==> src/rtl/lfsr_addr_pkg.sv <==
package lfsr_addr_pkg;
  // Coefficient masks: bit j set means the x^j term is present (0 < j < width).
  // The x^0 and x^width terms are always present and are implied.
  localparam logic [2:0]  LO_TAPS_DEF = 3'b100;               // x^3+x^2+1
  localparam logic [12:0] HI_TAPS_DEF = 13'b0_0000_0001_1010; // x^13+x^4+x^3+x+1

  typedef enum logic {
    DIR_DOWN = 1'b0,
    DIR_UP   = 1'b1
  } sweep_dir_e;
endpackage

==> src/rtl/lfsr_section.sv <==
module lfsr_section #(
  parameter int unsigned     W    = 3,
  parameter logic [W-1:0]    TAPS = 3'b100
) (
  input  logic         clk,
  input  logic         rst_n,
  input  logic         step,
  input  logic         fwd,
  output logic [W-1:0] state,
  output logic [W-1:0] state_nxt,
  output logic         at_first,
  output logic         at_last
);
  localparam logic [W-1:0] ALL_ONES  = '1;
  localparam logic [W-1:0] LAST_VAL  = {1'b0, {(W-1){1'b1}}};

  logic         lin_f, lin_r, fb_f, fb_r;
  logic [W-1:0] succ, pred;

  // Forward: shift toward MSB, feed back at LSB; the zero-detect term
  // splices the all-zero state into the cycle.
  always_comb begin
    lin_f = state[W-1];
    for (int j = 1; j < W; j++) begin
      if (TAPS[j]) lin_f = lin_f ^ state[W-1-j];
    end
    fb_f = lin_f ^ (state[W-2:0] == '0);
    succ = {state[W-2:0], fb_f};
  end

  // Backward: exact inverse of the forward step (reciprocal feedback).
  always_comb begin
    lin_r = state[0];
    for (int j = 1; j < W; j++) begin
      if (TAPS[j]) lin_r = lin_r ^ state[W-j];
    end
    fb_r = lin_r ^ (state[W-1:1] == '0);
    pred = {fb_r, state[W-1:1]};
  end

  always_comb begin
    state_nxt = state;
    if (step) state_nxt = fwd ? succ : pred;
  end

  always_ff @(posedge clk or negedge rst_n) begin
    if (!rst_n) state <= ALL_ONES;
    else        state <= state_nxt;
  end

  assign at_first = (state == ALL_ONES);
  assign at_last  = (state == LAST_VAL);
endmodule

==> src/rtl/sweep_flags.sv <==
module sweep_flags #(
  parameter int unsigned       AW      = 16,
  parameter logic [AW-1:0]     FWD_END = '0,
  parameter logic [AW-1:0]     BWD_END = '1
) (
  input  logic          clk,
  input  logic          rst_n,
  input  logic          en,
  input  logic          fwd,
  input  logic          hi_step,
  input  logic [AW-1:0] addr_nxt,
  output logic          done,
  output logic          wrap
);
  logic done_nxt, wrap_nxt;

  always_comb begin
    done_nxt = en && (addr_nxt == (fwd ? FWD_END : BWD_END));
    wrap_nxt = hi_step;
  end

  always_ff @(posedge clk or negedge rst_n) begin
    if (!rst_n) begin
      done <= 1'b0;
      wrap <= 1'b0;
    end else begin
      done <= done_nxt;
      wrap <= wrap_nxt;
    end
  end
endmodule

==> src/rtl/lfsr_addr_gen.sv <==
module lfsr_addr_gen #(
  parameter int unsigned            ADDR_W  = 16,
  parameter int unsigned            LO_W    = 3,
  parameter logic [LO_W-1:0]        LO_TAPS = lfsr_addr_pkg::LO_TAPS_DEF,
  parameter logic [ADDR_W-LO_W-1:0] HI_TAPS = lfsr_addr_pkg::HI_TAPS_DEF
) (
  input  logic              clk,
  input  logic              rst_n,
  input  logic              en,
  input  logic              dir_up,
  output logic [ADDR_W-1:0] addr,
  output logic              wrap,
  output logic              done
);
  import lfsr_addr_pkg::*;

  localparam int unsigned       HI_W    = ADDR_W - LO_W;
  localparam logic [ADDR_W-1:0] FWD_END = {1'b0, {(HI_W-1){1'b1}}, 1'b0, {(LO_W-1){1'b1}}};
  localparam logic [ADDR_W-1:0] BWD_END = '1;

  sweep_dir_e        dir;
  logic [LO_W-1:0]   lo_q, lo_d;
  logic [HI_W-1:0]   hi_q, hi_d;
  logic              lo_first, lo_last, hi_first, hi_last;
  logic              hi_step;

  assign dir     = sweep_dir_e'(dir_up);
  // High part steps with the low part's rollover in the chosen direction.
  assign hi_step = en && ((dir == DIR_UP) ? lo_last : lo_first);

  lfsr_section #(.W(LO_W), .TAPS(LO_TAPS)) u_lo (
    .clk(clk), .rst_n(rst_n), .step(en), .fwd(dir == DIR_UP),
    .state(lo_q), .state_nxt(lo_d), .at_first(lo_first), .at_last(lo_last)
  );

  lfsr_section #(.W(HI_W), .TAPS(HI_TAPS)) u_hi (
    .clk(clk), .rst_n(rst_n), .step(hi_step), .fwd(dir == DIR_UP),
    .state(hi_q), .state_nxt(hi_d), .at_first(hi_first), .at_last(hi_last)
  );

  sweep_flags #(.AW(ADDR_W), .FWD_END(FWD_END), .BWD_END(BWD_END)) u_flags (
    .clk(clk), .rst_n(rst_n), .en(en), .fwd(dir == DIR_UP),
    .hi_step(hi_step), .addr_nxt({hi_d, lo_d}), .done(done), .wrap(wrap)
  );

  assign addr = {hi_q, lo_q};
endmodule

==> config.mk <==
export PLATFORM = sky130hd
export DESIGN_NAME = lfsr_addr_gen
export DESIGN_NICKNAME = d
export VERILOG_FILES = /design/src/rtl/lfsr_addr_pkg.sv /design/src/rtl/lfsr_section.sv /design/src/rtl/sweep_flags.sv /design/src/rtl/lfsr_addr_gen.sv
export SDC_FILE = /design/constraint.sdc
export NUM_CORES = 1
export LEC_CHECK = 0
export ABC_CLOCK_PERIOD_IN_PS = 2800
export CORE_ASPECT_RATIO = 2
export CORE_MARGIN = 2
export CORE_UTILIZATION = 40
export DETAILED_ROUTE_END_ITERATION = 8
export HOLD_SLACK_MARGIN = 0.06
export SYNTH_ARGS = -nofsm -noshare
export SYNTH_HDL_FRONTEND = slang
export SYNTH_SLANG_ARGS = --single-unit
export TNS_END_PERCENT = 30
==> constraint.sdc <==
create_clock -name clk -period 2.8 [get_ports clk]
set_input_delay 0.28 -clock clk [delete_from_list [all_inputs] [get_ports clk]]
set_output_delay 0.28 -clock clk [all_outputs]
set_load 0.01 [all_outputs]
======== Word level (Yosys, flattened, before mapping) ========
Index checks and enable logic that the tools add are counted.
word-level totals
  bits in registers ....................... 18
  latch bits .............................. 0
  RAM bits ................................ 0
  memory bits (read-only) ................. 0
  input port bits ......................... 4
  logic and storage cells ................. 31
  memories kept ........................... 0
operators by class
  add/subtract/negate cells ............... 0
  multipliers ............................. 0
  div/mod/pow operators ................... 0
  magnitude comparators ................... 0
  eq/ne operators ......................... 3
  shift-type cells ........................ 0
  muxes and demuxes ....................... 6
  bitwise operators ....................... 12
  reductions and logical operators ........ 6
operators with widths
  operator                                        count
  2-to-1 mux 13 bit                               2
  zero test 12 bit                                2
  == test 16 bit                                  1
  2-to-1 mux 16 bit                               1
  XOR 1 bit                                       12
  2-to-1 mux 3 bit                                2
  zero test 2 bit                                 2
  == test 3 x 2 -> 1 bit (second input constant)  1
  == test 3 bit (second input constant)           1
  logical AND 1 bit                               2
  2-to-1 mux 1 bit                                1

======== Logic depth before layout (Yosys ltp) ========
  depth after elaboration ................. 8
  gate-level depth with buffers ........... 8
  mapped depth without buffers ............ 8

======== Cells and area by module ========
Synthesis repeated with hierarchy kept, for this count alone.
unflattened totals
  cell total of the unflattened synthesis .. 116
  area total of the unflattened synthesis .. 1,129.8 um^2
modules (own cells, without submodules)
  module                times used  cells an instance  area an instance (um^2)
  lfsr_section at u_hi  1           80                 797.0
  lfsr_section at u_lo  1           23                 215.2
  sweep_flags           1           11                 101.3
  lfsr_addr_gen         1           2                  16.3

======== Worst setup path before layout ========
OpenSTA, ideal clock, no wires.
  kind .................................... flip-flop to flip-flop
  start ................................... reg u_hi.state[11]
  end ..................................... reg u_flags.done
  library setup time ...................... 96 ps
  arrival ................................. 1,925 ps
  required time ........................... 2,704 ps
  setup slack ............................. 780 ps
  cell stages (with the launch flop) ...... 9
  path buffers ............................ 0
  path through ............................ dfstp_2 > inv_1 > ha_1 > xor2_2 > xnor2_2 > xnor2_1 > o31ai_4 > o21ai_2 > nor4_2
between the ends
  word-level cells in the longest chain between the ends .. 8
ends and longest elaborated chain
  element                              line                 RTL
  start: declaration                   lfsr_section.sv:9    output logic [W-1:0] state,
  start signal: assignment             lfsr_section.sv:48   else state <= state_nxt;
  XOR 1 bit (3 in series)              lfsr_section.sv:25   if (TAPS[j]) lin_f = lin_f ^ state[W-1-j];
  XOR 1 bit (*)                        lfsr_section.sv:27   fb_f = lin_f ^ (state[W-2:0] == '0);
  2-to-1 mux 13 bit (*) (2 in series)  lfsr_section.sv:43   if (step) state_nxt = fwd ? succ : pred;
  named net hi_d[0]                    lfsr_addr_gen.sv:23  logic [HI_W-1:0] hi_q, hi_d;
  == test 16 bit (*)                   sweep_flags.sv:18    done_nxt = en && (addr_nxt == (fwd ? FWD_END : BWD_END));
  logical AND 1 bit (*)                sweep_flags.sv:18
  named net u_flags.done_nxt           sweep_flags.sv:15    logic done_nxt, wrap_nxt;
  end signal: assignment               sweep_flags.sv:27    done <= done_nxt;
  end: declaration                     sweep_flags.sv:12    output logic done,
The timed path passes the listed nets; every way through them passes the cells marked *.

======== Final worst setup path ========
Same ends and word-level chain as after synthesis.

==> results by group <==
Status
  – Status: completed

Placement
  – Input/output buffers: 21
  – RD Place Congestion: 0.8519
  – DPL Wire Length: 2491 um
  – Placed Cells: 205

STA
  – Final setup viols: 0
  – Normalized max-slew margin: 43.72%
  – Final Skew: 0.002766 ns
  – Final min period: 2.167 ns
  – Maximum clock frequency: 461.5 MHz
  – Unrepaired setup endpoints after global routing: no
  – Final Hold Fails: 0
  – Max Transition Viols Final: 0
  – Worst-Margin Slew: 0.8416 ns
  – Final worst-path cycle share: 77.38%
  – TNS Setup: 0 ns

CTS
  – Hold buffer count at CTS: 0
  – CTS Sinks: 18
  – CTS tree: built
  – Max H-tree Level: 1
  – Post-cts resize count: 0
  – Skew-Pair Late Insertion Delay: 0.26 ns
  – CTS max path bufs: 2
  – Clk root buf: clkbuf_8
  – Clk pin slew, worst setup/hold paths: 0.07 ns
  – Post-CTS Setup Bufs: 0
  – Cts bufs inserted: 3

Yosys
  – Top_reg_cell synth: dfstp_2
  – Count leader, synth: nor2_1
  – Synth Net Count: 166
  – Synth cell types: 44
  – Cell area after synthesis: 0.001393 mm^2
  – Synthesized instance count: 159
  – Sequential share of the synthesized area: 33.78%
  – Post-synth top area cell: dfstp_2
  – Asr flop ratio synth: 100.0%
  – Ranking of synthesized cells by area: dfstp_2 (30%), mux2i_1 (7.9%), nor2_1 (5.9%), a21oi_1 (5.8%), nand2_1 (4.3%)
  – Yosys reg bits: 18
  – EDFF count, synth: 0
  – Yosys warns: 0
  – Syn Area/Cell: 8.758 um^2
  – Synth top cells by count: nor2_1 (22), a21oi_1 (16), dfstp_2 (16), nand2_1 (16), mux2i_1 (11)
  – Share of the synthesized area in the top cell type: 30.19%

Critical path
  – Flop2flop setup slack: 0.63 ns
  – Critical-path top delay cell: dfstp_2
  – Crit start category: register
  – Required time of the critical path: 2.97 ns
  – Crit. Startpoint: u_hi.state[11]$_DFF_PN1_
  – Register-to-Register Path Depth: 8
  – Critical Path End Type: register
  – CP Data Arrival Time: 2.34 ns
  – Critical path endpoint: u_flags.done$_DFF_PN0_
  – CP peak stage delay: 0.62 ns
  – FF-to-FF End: u_flags.done$_DFF_PN0_
  – CP max FO: 8
  – RR Startpoint: u_hi.state[11]$_DFF_PN1_
  – Critical setup path kind: register to register
  – CP Cell Sequence: inv_1 > ha_1 > xor2_2 > xnor2_2 > xnor2_1 > o31ai_4 > o21ai_2 > nor4_2

Drt
  – Final wirelength: 3454 um
  – Vias per inst: 5.890
  – Antenna Nets Post-Route: 0
  – DRC: 0
  – WL/cell: 16.53 um
  – DR iter-0 viols: 15
  – Vias: 1231
  – Drt pass-1 iters: 4

Power
  – Sw Share: 43.10%
  – VDD IR max: 0.6047 mV
  – Reg power frac: 35.7%
  – Lkg Pwr: 0.6865 nW
  – Part of the power in the clock network: 10.7%
  – Comb power frac: 53.7%
  – PD cells: 1258 mW/mm^2
  – NetSw: 0.8946 mW
  – Power Internal: 1.181 mW

Floorplanning
  – Initial Util: 41.22%
  – Die height: 87.45 um
  – Die ar.: 0.003998 mm^2
  – Core Region: 0.003378 mm^2
  – Die Span X: 45.72 um
  – Row count: 30
  – Top-level port count: 22

Min path
  – Tightest Hold Check Type: input pin to asynchronous set/reset pin

Global route
  – GRT Overall Usage: 18.99%
  – First-pass GRT wire length: 5526 um
  – Initial antenna violation count: 0
  – GRT overflow: 0
  – Largest net degree at the start of global routing: 21
  – Number of global-route vias before repair: 1189

Flow run
  – Max Cap Viol: 0

Layout
  – Antenna diodes: 0
  – Final Util: 48.85%
  – Synth-to-layout area growth: 18.51%
  – Nets: 185
  – Layout cells sized above 1: 21.47%
  – Non-filler cells, final: 209
==> metal layers <==
layer,track usage [%],routed length [um],vias up
met2,31.88,1816,28
li1,-,-,599
met3,2.697,85,10
met4,11.43,118,0
met1,21.47,1433,594
met5,0,0,-
==> worst min path at each step <==
stage	start	to	slack, ns	cells after the start
finish	rst_n	u_flags.done$_DFF_PN0_	0.50	1
CTS	rst_n	u_flags.done$_DFF_PN0_	0.55	1
detailed placement	u_hi.state[1]$_DFF_PN1_	u_hi.state[1]$_DFF_PN1_	0.54	2
floorplan	rst_n	u_flags.done$_DFF_PN0_	-0.02	0
global route	rst_n	u_flags.done$_DFF_PN0_	0.58	1
global placement	u_hi.state[12]$_DFF_PN1_	u_hi.state[12]$_DFF_PN1_	0.54	2
==> flip-flops by register name, indices dropped and copies added, names as in the netlist <==
signal	count
u_flags.done	1
u_flags.wrap	1
u_hi.state	13
u_lo.state	3
==> power groups by stage <==
stage / sequential [mW] / clock (mW) / combinational, mW
after floorplan: 0.646 / 0 / 0.863
after CTS: 0.735 / 0.224 / 1.13
final: 0.740 / 0.222 / 1.11
after detailed placement: 0.736 / 0 / 1.12
after global routing: 0.770 / 0.235 / 1.23
after global placement: 0.735 / 0 / 1.10
==> stage by stage <==
step                      setup slack (ns)  hold WS [ns]  power, mW  instance area, um^2
after global routing                0.5040        0.5796      2.236                 1650
after CTS                           0.6154        0.5511      2.085                 1650
after global placement              0.5458        0.5395      1.837                 1595
final                               0.6334        0.5047      2.076                 1650
after floorplan                     0.7798      -0.01559      1.509                 1393
after detailed placement            0.5009        0.5435      1.854                 1595
==> logic make-up (layout without fill, tap and decap cells) <==
kind of cell               count (synthesis)  after routing  synth area share [%]
DFF                                       18             18                 33.78
buffers and inverters                     19             37                 7.997
adders and majority gates                  3              3                 2.696
xor gates and xnor gates                   8              8                 6.110
AOI/OAI and AO/OA                         40             40                 19.32
and+or+nand+nor                           58             58                 20.58
muxes                                     13             13                 9.524
==> worst max-delay path: cells and delay by family, from the launching register on <==
| kind | cells | cell delay, ns |
|---|---|---|
| AO/OA/AOI/OAI | 2 | 0.32 |
| AND/OR/NAND/NOR | 1 | 0.26 |
| buffers and inverters | 1 | 0.08 |
| flip-flops | 1 | 0.62 |
| XOR/XNOR | 3 | 0.47 |
| adder cells (fa/ha/maj) | 1 | 0.32 |
==> final cells by class <==
cell class / instances / area (um^2)
multi-input cells: 122 / 810.8
flip-flops and latches: 18 / 470.5
inverters: 7 / 26.28
repair buffers: 26 / 247.7
clock buffers: 4 / 55.05
well taps: 32 / 40.04
fillers: 345 / 1728
==> cell usage in the layout (no fill, tap or decap), types with 2 or more instances in the layout <==
| master | synthesis | final |
|---|---|---|
| nand4_1 | 3 | 3 |
| a31oi_1 | 4 | 4 |
| clkdlybuf4s50_1 | 0 | 21 |
| dfrtp_1 | 2 | 2 |
| nor2_1 | 22 | 22 |
| mux2_2 | 2 | 2 |
| o21ai_0 | 7 | 7 |
| inv_1 | 7 | 7 |
| nand2_1 | 16 | 16 |
| a21oi_1 | 16 | 16 |
| o21ai_2 | 2 | 2 |
| mux2i_1 | 11 | 11 |
| xnor2_1 | 5 | 5 |
| dfstp_2 | 16 | 16 |
| o22ai_1 | 2 | 2 |
| nor4_1 | 2 | 2 |
| and3_1 | 4 | 4 |
| clkbuf_8 | 0 | 4 |
| ha_1 | 3 | 3 |
| buf_4 | 0 | 5 |
| nand3_1 | 2 | 2 |
(Power assumes the default switching activity.)
